<file path="src/rtl/addwrap_pkg.sv">
package addwrap_pkg;
  typedef enum logic [0:0] {
    CORE_CHAIN = 1'b0,
    CORE_CSEL  = 1'b1
  } core_style_e;
endpackage

</file>
<file path="src/rtl/addwrap_shreg.sv">
module addwrap_shreg #(
  parameter int DATA_W = 256,
  parameter int BUS_W  = 32
) (
  input  logic              clk,
  input  logic              rst_n,
  input  logic              shift_en,
  input  logic [BUS_W-1:0]  word_in,
  output logic [DATA_W-1:0] q
);
  generate
    if (DATA_W == BUS_W) begin : g_single
      always_ff @(posedge clk) begin
        if (!rst_n)        q <= '0;
        else if (shift_en) q <= word_in;
      end
    end else begin : g_multi
      always_ff @(posedge clk) begin
        if (!rst_n)        q <= '0;
        else if (shift_en) q <= {word_in, q[DATA_W-1:BUS_W]};
      end
    end
  endgenerate
endmodule

</file>
<file path="src/rtl/addwrap_core.sv">
module addwrap_core
  import addwrap_pkg::*;
#(
  parameter int          DATA_W = 256,
  parameter int          BLK_W  = 32,
  parameter core_style_e STYLE  = CORE_CHAIN
) (
  input  logic [DATA_W-1:0] a,
  input  logic [DATA_W-1:0] b,
  input  logic              cin,
  output logic [DATA_W-1:0] sum,
  output logic              cout
);
  localparam int NBLK = DATA_W / BLK_W;

  generate
    if (STYLE == CORE_CHAIN) begin : g_chain
      logic [DATA_W:0] full;
      assign full = {1'b0, a} + {1'b0, b} + {{DATA_W{1'b0}}, cin};
      assign sum  = full[DATA_W-1:0];
      assign cout = full[DATA_W];
    end else begin : g_csel
      logic [NBLK:0] carry;
      assign carry[0] = cin;
      for (genvar i = 0; i < NBLK; i++) begin : g_blk
        logic [BLK_W:0] s_zero;
        logic [BLK_W:0] s_one;
        assign s_zero = {1'b0, a[i*BLK_W +: BLK_W]} + {1'b0, b[i*BLK_W +: BLK_W]};
        assign s_one  = s_zero + {{BLK_W{1'b0}}, 1'b1};
        assign sum[i*BLK_W +: BLK_W] = carry[i] ? s_one[BLK_W-1:0] : s_zero[BLK_W-1:0];
        assign carry[i+1] = carry[i] ? (s_one[BLK_W] | s_zero[BLK_W]) : s_zero[BLK_W];
      end
      assign cout = carry[NBLK];
    end
  endgenerate
endmodule

</file>
<file path="src/rtl/addwrap_rdmux.sv">
module addwrap_rdmux #(
  parameter int DATA_W = 256,
  parameter int BUS_W  = 32,
  parameter int SEL_W  = 3
) (
  input  logic [DATA_W-1:0] vec,
  input  logic [SEL_W-1:0]  sel,
  output logic [BUS_W-1:0]  word
);
  localparam int WORDS = DATA_W / BUS_W;

  logic [BUS_W-1:0] lanes [WORDS];

  generate
    for (genvar i = 0; i < WORDS; i++) begin : g_lane
      assign lanes[i] = vec[i*BUS_W +: BUS_W];
    end
  endgenerate

  always_comb begin
    word = '0;
    for (int i = 0; i < WORDS; i++) begin
      if (int'(sel) == i) word = lanes[i];
    end
  end
endmodule

</file>
<file path="src/rtl/addwrap_top.sv">
module addwrap_top
  import addwrap_pkg::*;
#(
  parameter int          DATA_W     = 256,
  parameter int          BUS_W      = 32,
  parameter core_style_e CORE_STYLE = CORE_CHAIN,
  localparam int         WORDS      = DATA_W / BUS_W,
  localparam int         SEL_W      = (WORDS > 1) ? $clog2(WORDS) : 1
) (
  input  logic             clk,
  input  logic             rst_n,
  input  logic             ld_strobe,
  input  logic             ld_to_b,
  input  logic [BUS_W-1:0] ld_word,
  input  logic             cin_strobe,
  input  logic             cin_bit,
  input  logic             cap_strobe,
  input  logic [SEL_W-1:0] rd_sel,
  output logic [BUS_W-1:0] rd_word,
  output logic             sum_cout
);
  // named events for the checker
  logic load_a_evt, load_b_evt, cap_evt;
  assign load_a_evt = ld_strobe & ~ld_to_b;
  assign load_b_evt = ld_strobe &  ld_to_b;
  assign cap_evt    = cap_strobe;

  logic [DATA_W-1:0] opa_q, opb_q, sum_d, sum_q;
  logic              cin_q, cout_d, cout_q;

  addwrap_shreg #(.DATA_W(DATA_W), .BUS_W(BUS_W)) u_opa (
    .clk(clk), .rst_n(rst_n), .shift_en(load_a_evt), .word_in(ld_word), .q(opa_q)
  );

  addwrap_shreg #(.DATA_W(DATA_W), .BUS_W(BUS_W)) u_opb (
    .clk(clk), .rst_n(rst_n), .shift_en(load_b_evt), .word_in(ld_word), .q(opb_q)
  );

  always_ff @(posedge clk) begin
    if (!rst_n)          cin_q <= 1'b0;
    else if (cin_strobe) cin_q <= cin_bit;
  end

  addwrap_core #(.DATA_W(DATA_W), .BLK_W(BUS_W), .STYLE(CORE_STYLE)) u_core (
    .a(opa_q), .b(opb_q), .cin(cin_q), .sum(sum_d), .cout(cout_d)
  );

  always_ff @(posedge clk) begin
    if (!rst_n) begin
      sum_q  <= '0;
      cout_q <= 1'b0;
    end else if (cap_evt) begin
      sum_q  <= sum_d;
      cout_q <= cout_d;
    end
  end

  addwrap_rdmux #(.DATA_W(DATA_W), .BUS_W(BUS_W), .SEL_W(SEL_W)) u_rd (
    .vec(sum_q), .sel(rd_sel), .word(rd_word)
  );

  assign sum_cout = cout_q;
endmodule

</file>
<file path="config.mk">
export PLATFORM = sky130hd
export DESIGN_NAME = addwrap_top
export DESIGN_NICKNAME = d
export VERILOG_FILES = /design/src/rtl/addwrap_pkg.sv /design/src/rtl/addwrap_shreg.sv /design/src/rtl/addwrap_core.sv /design/src/rtl/addwrap_rdmux.sv /design/src/rtl/addwrap_top.sv
export SDC_FILE = /design/constraint.sdc
export NUM_CORES = 2
export LEC_CHECK = 0
export ABC_AREA = 1
export BUFFER_PORTS_ARGS = -buffer_cell sky130_fd_sc_hd__buf_2
export CORE_MARGIN = 2
export CORE_UTILIZATION = 60
export CTS_BUF_LIST = sky130_fd_sc_hd__clkbuf_4
export DETAILED_ROUTE_END_ITERATION = 10
export HOLD_SLACK_MARGIN = 0.02
export PLACE_DENSITY = 0.76
export SETUP_SLACK_MARGIN = 0.4
export SYNTH_ARGS = -nofsm -noshare
export SYNTH_HDL_FRONTEND = slang
export SYNTH_SLANG_ARGS = --single-unit
</file>
<file path="constraint.sdc">
create_clock -name clk -period 3.3 [get_ports clk]
set_input_delay 0.66 -clock clk [delete_from_list [all_inputs] [get_ports clk]]
set_output_delay 0.66 -clock clk [all_outputs]
set_load 0.05 [all_outputs]
</file>
==> results_dict.tcl, run 1 <==
set metrics [dict create \
    synth_ff_type "dfxtp_1" \
    syn_inst 11400 \
    synth_top_cell_by_area "dfxtp_1" \
    grt_usage_pct 63.8 \
    yosys.area.top_type_share_pct 25.0 \
    synthArstFlopShare_pct 0 \
    grt_first_pass_wirelength_mm 495 \
    start_util_pct 60.5 \
    status "stopped before the end" \
    dpl.hpwl_mm 258 \
    syn_nets 11700 \
    cts_htree_levels 4 \
    numCtsBuffers 206 \
    dieHeight_um 324 \
    yosysMostFrequentCell "nand2_1" \
    grt_pass1_vias 72300 \
    syn-cell-area_um2 61600 \
    clockBufferDepth 3 \
    cts_root_buf "clkbuf_4" \
    synth_edf_count 0 \
    rows 117 \
    ys_ff_latch 770 \
    yosys_warnings 0 \
    port_buffers 74 \
    synthTopCellsByCount "3660 x nand2_1, 2380 x inv_1, 1911 x nor2_1" \
    clock_sinks 770 \
    lastStage "5_1_grt" \
    grt_overflow_total 67 \
    ys_seq_area_share_pct 25.0 \
    gp_congestion 1.28 \
    io_pins 75 \
    grt_max_degree 163 \
    netlist_top_cells_area "dfxtp_1 25%, nand2_1 22%, inv_1 14%" \
    placedCellCount 12900 \
    avgSynthCellArea_um2 5.43 \
    die_x_um 324 \
    ys_types 47 \
    toolErrorMsg "[ERROR GRT-0116] Global routing finished with congestion. Check the congestion regions in the DRC Viewer." \
    dpl_cell_area_um2 65900 \
]
==> per-layer routing <==
layer / GRT overflow / global-route usage, %
met3: 0 / 31.0
met4: 30 / 68.5
met1: 0 / 68.6
met5: 0 / 3.58
met2: 37 / 86.9
==> stage by stage <==
stage / setup TNS (ns) / setup slack [ns]
4_1_cts: 0 / 0.0440
3_5_place_dp: -0.379 / -0.207
3_3_place_gp: -0.158 / -0.158
2_1_floorplan: 0 / 0.538
==> kinds of logic after synthesis <==
group / share of synthesized area, %
buffers and inverters: 17.2
and+or+nand+nor: 40.7
adders and majority gates: 5.24
xor gates and xnor gates: 1.82
AOI/OAI and AO/OA: 10.0
DFF: 25.0
==> timing repair <==
item,in CTS
pin swaps,52
resized for setup,389
hold buffers,45
setup endpoints to repair,185
endpoints found under the hold margin,132
setup buffers,12
==> inputs of run 2 (changes only) <==
Settings changed: CORE_UTILIZATION 60 to 40, CTS_BUF_LIST sky130_fd_sc_hd__clkbuf_4 to default, HOLD_SLACK_MARGIN 0.02 to default, PLACE_DENSITY 0.76 to default, PLACE_DENSITY_LB_ADDON from default to 0.15, SETUP_SLACK_MARGIN 0.4 to default.
==> run 2 against run 1 <==
Against the previous run:
- the flow now finishes, with violations (negative setup slack)
- area after synthesis unchanged
- synthesized cell count unchanged
==> results_dict.tcl, run 2 <==
set metrics [dict create \
    finalHoldViolations 0 \
    worst_pin_slew_ns 1.26 \
    ys_ff_latch 770 \
    port_buffers 74 \
    grt_overflow_total 0 \
    drt-initial-drc-count 9246 \
    maxSlewHeadroom_pct 15.8 \
    p_sw_share_pct 35.7 \
    yosys_warnings 0 \
    violations "negative setup slack" \
    utilization_pct 49.8 \
    final_common_cell "nand2_1" \
    antenna_left 0 \
    dpl.hpwl_mm 321 \
    power.switching_mw 10.4 \
    crit_slowest_cell "a221oi_2" \
    syn_nets 11700 \
    final.fill_count 16500 \
    p_seq_share_pct 36.3 \
    nets 12700 \
    drcViolationCount 0 \
    syn2layout_area_growth_pct 24.2 \
    arrival_ns 2.69 \
    rr_startpoint "u_opb.q[86]" \
    endpoint_kind "output port" \
    finalCritPeriodShare_pct 102 \
    cpLargestDelayFamily "compound AO/OA/AOI/OAI gates" \
    power_frac_comb_pct 24.8 \
    syn-cell-area_um2 61600 \
    yosysMostFrequentCell "nand2_1" \
    hold_path_depth 2 \
    clock_sinks 770 \
    ff2ff_path_depth 17 \
    clockBufferDepth 3 \
    syn_inst 11400 \
    setup_viol 6 \
    drive_above_1_share_pct 15.4 \
    yosys.area.top_type_share_pct 25.0 \
    synth_edf_count 0 \
    peakVddDrop_mv 0.486 \
    io_pins 75 \
    holdPathEnd "cin_q" \
    grt_first_pass_wirelength_mm 520 \
    die_x_um 396 \
    rrSetupSlack_ns 0.01 \
    grt_setup_unrepaired "yes" \
    synthArstFlopShare_pct 0 \
    critPathLaunch "rd_sel[2]" \
    cts_tree "yes" \
    stdcell_count 14500 \
    grt_usage_pct 47.6 \
    layout_common_cells "3645 x nand2_1, 2374 x inv_1, 1893 x nor2_1" \
    core_um2 154000 \
    antenna_found_initial 24 \
    viasPerCell 5.17 \
    hold_buffers 0 \
    leakage_nw 43.6 \
    worst_slack_ns -0.0496 \
    fmax_mhz 299 \
    crit_path_cell_trace "buf_2 -> inv_1 -> nand3_1 -> buf_12 -> o221ai_1 -> a221oi_2 -> o2111ai_1 -> buf_2" \
    power_density_nw_per_um2 380 \
    internal_power_mw 18.7 \
    synth_ff_type "dfxtp_1" \
    seqCellArea_um2 15400 \
    timing.rr.end "sum_q[231]" \
    min_from "cin_strobe" \
    fin_setup_tns_ns -0.0979 \
    cts_htree_levels 3 \
    crit_buf_inv 4 \
    cpMostUsedCell "buf_2" \
    min_period_ns 3.35 \
    dieHeight_um 396 \
    vias 74800 \
    insertion_delay_ns 0.76 \
    fin_skew_ns 0.0481 \
    multi_input_area_um2 36100 \
    avgSynthCellArea_um2 5.43 \
    worstPathRequired_ns 2.64 \
    gp_congestion 1.15 \
    slew_violations 0 \
    status "finished, violations left" \
    top_regs "sum_q x256, u_opa.q x256, u_opb.q x256" \
    numCtsBuffers 93 \
    start_util_pct 40.1 \
    synth_top_cell_by_area "dfxtp_1" \
    wirelength_mm 386 \
    netlist_top_cells_area "dfxtp_1 25%, nand2_1 22%, inv_1 14%" \
    drtPass1Iterations 7 \
    rows 144 \
    critPathLaunchType "input pin" \
    cts_root_buf "clkbuf_16" \
    timing.setup.critical_path_class "input pin to output port" \
    dieArea_um2 157000 \
    synthTopCellsByCount "3660 x nand2_1, 2380 x inv_1, 1911 x nor2_1" \
    placedCellCount 14300 \
    hold_path.class "input pin to flop" \
    grt_pass1_vias 69700 \
    cts.clk_slew.worst_paths_ns 0.07 \
    avgRoutedWirePerCell_um 26.6 \
    critPathMaxFanout 32 \
    max_stage_delay_ns 0.43 \
    grt_max_degree 210 \
    ys_seq_area_share_pct 25.0 \
    cap_violations 0 \
    ys_types 47 \
    power_frac_clock_pct 38.9 \
]
[run 2: per-stage QoR]
stage               power [mW]  instance area (um^2)  hold WS, ns  worst slack, ns
finish                    29.0                 76500        0.117          -0.0496
global route              29.6                 76500        0.117          -0.0311
CTS                       28.7                 76100        0.108           0.0108
detailed placement        17.5                 72700        0.471           -0.473
global placement          17.4                 72700        0.468           -0.856
floorplan                 13.5                 61600        0.450            0.538
[run 2: timing repair]
action / in CTS / in global routing
setup buffers: 0 / 1
resized for setup: 33 / 93
pin swaps: 0 / 3
setup endpoints to repair: 38 / 111
[run 2: worst max path at each step]
| stage | end | slack, ns | depth (start not counted) |
|---|---|---|---|
| after floorplan | rd_word[13] | 0.54 | 7 |
| after global placement | rd_word[19] | -0.86 | 9 |
| after detailed placement | sum_q[180] | -0.47 | 17 |
| after CTS | rd_word[31] | 0.01 | 9 |
| after global routing | rd_word[9] | -0.03 | 9 |
| final | rd_word[2] | -0.05 | 8 |
[run 2: cell type report]
type                       count  share of cell area, %
multi-input combinational   7767                   47.2
clock buffer                 130                   3.50
antenna                       14                 0.0458
timing repair buffer        1181                   12.5
inverter                    2540                   12.5
clock inverter                38                  0.728
sequential                   770                   20.1
tap                         2044                   3.34
[run 2: cell families after synthesis]
group,after synthesis,synth area share (%)
AND/OR/NAND/NOR,6234,40.7
buffers and inverters,2817,17.2
AO/OA/AOI/OAI,1148,10.0
flip-flops,770,25.0
adder cells (fa/ha/maj),257,5.24
XOR/XNOR,128,1.82
[run 2: power groups by stage]
stage	clock network (mW)	registers, mW	logic, mW
floorplan	0	10.4	3.08
detailed placement	0	10.7	6.81
global placement	0	10.7	6.78
global route	11.6	10.5	7.42
CTS	11.3	10.5	6.87
finish	11.3	10.5	7.21
[run 2: layer usage]
metal  vias to the layer above  GRT usage [%]  wire length [um]
met3                      1339           9.32             32200
met2                      4161           71.8            160000
met1                     33600           52.1            137000
met5                         -              0                34
li1                      35700              -                 -
met4                         6           56.4             56600
(Power assumes the default switching activity.)
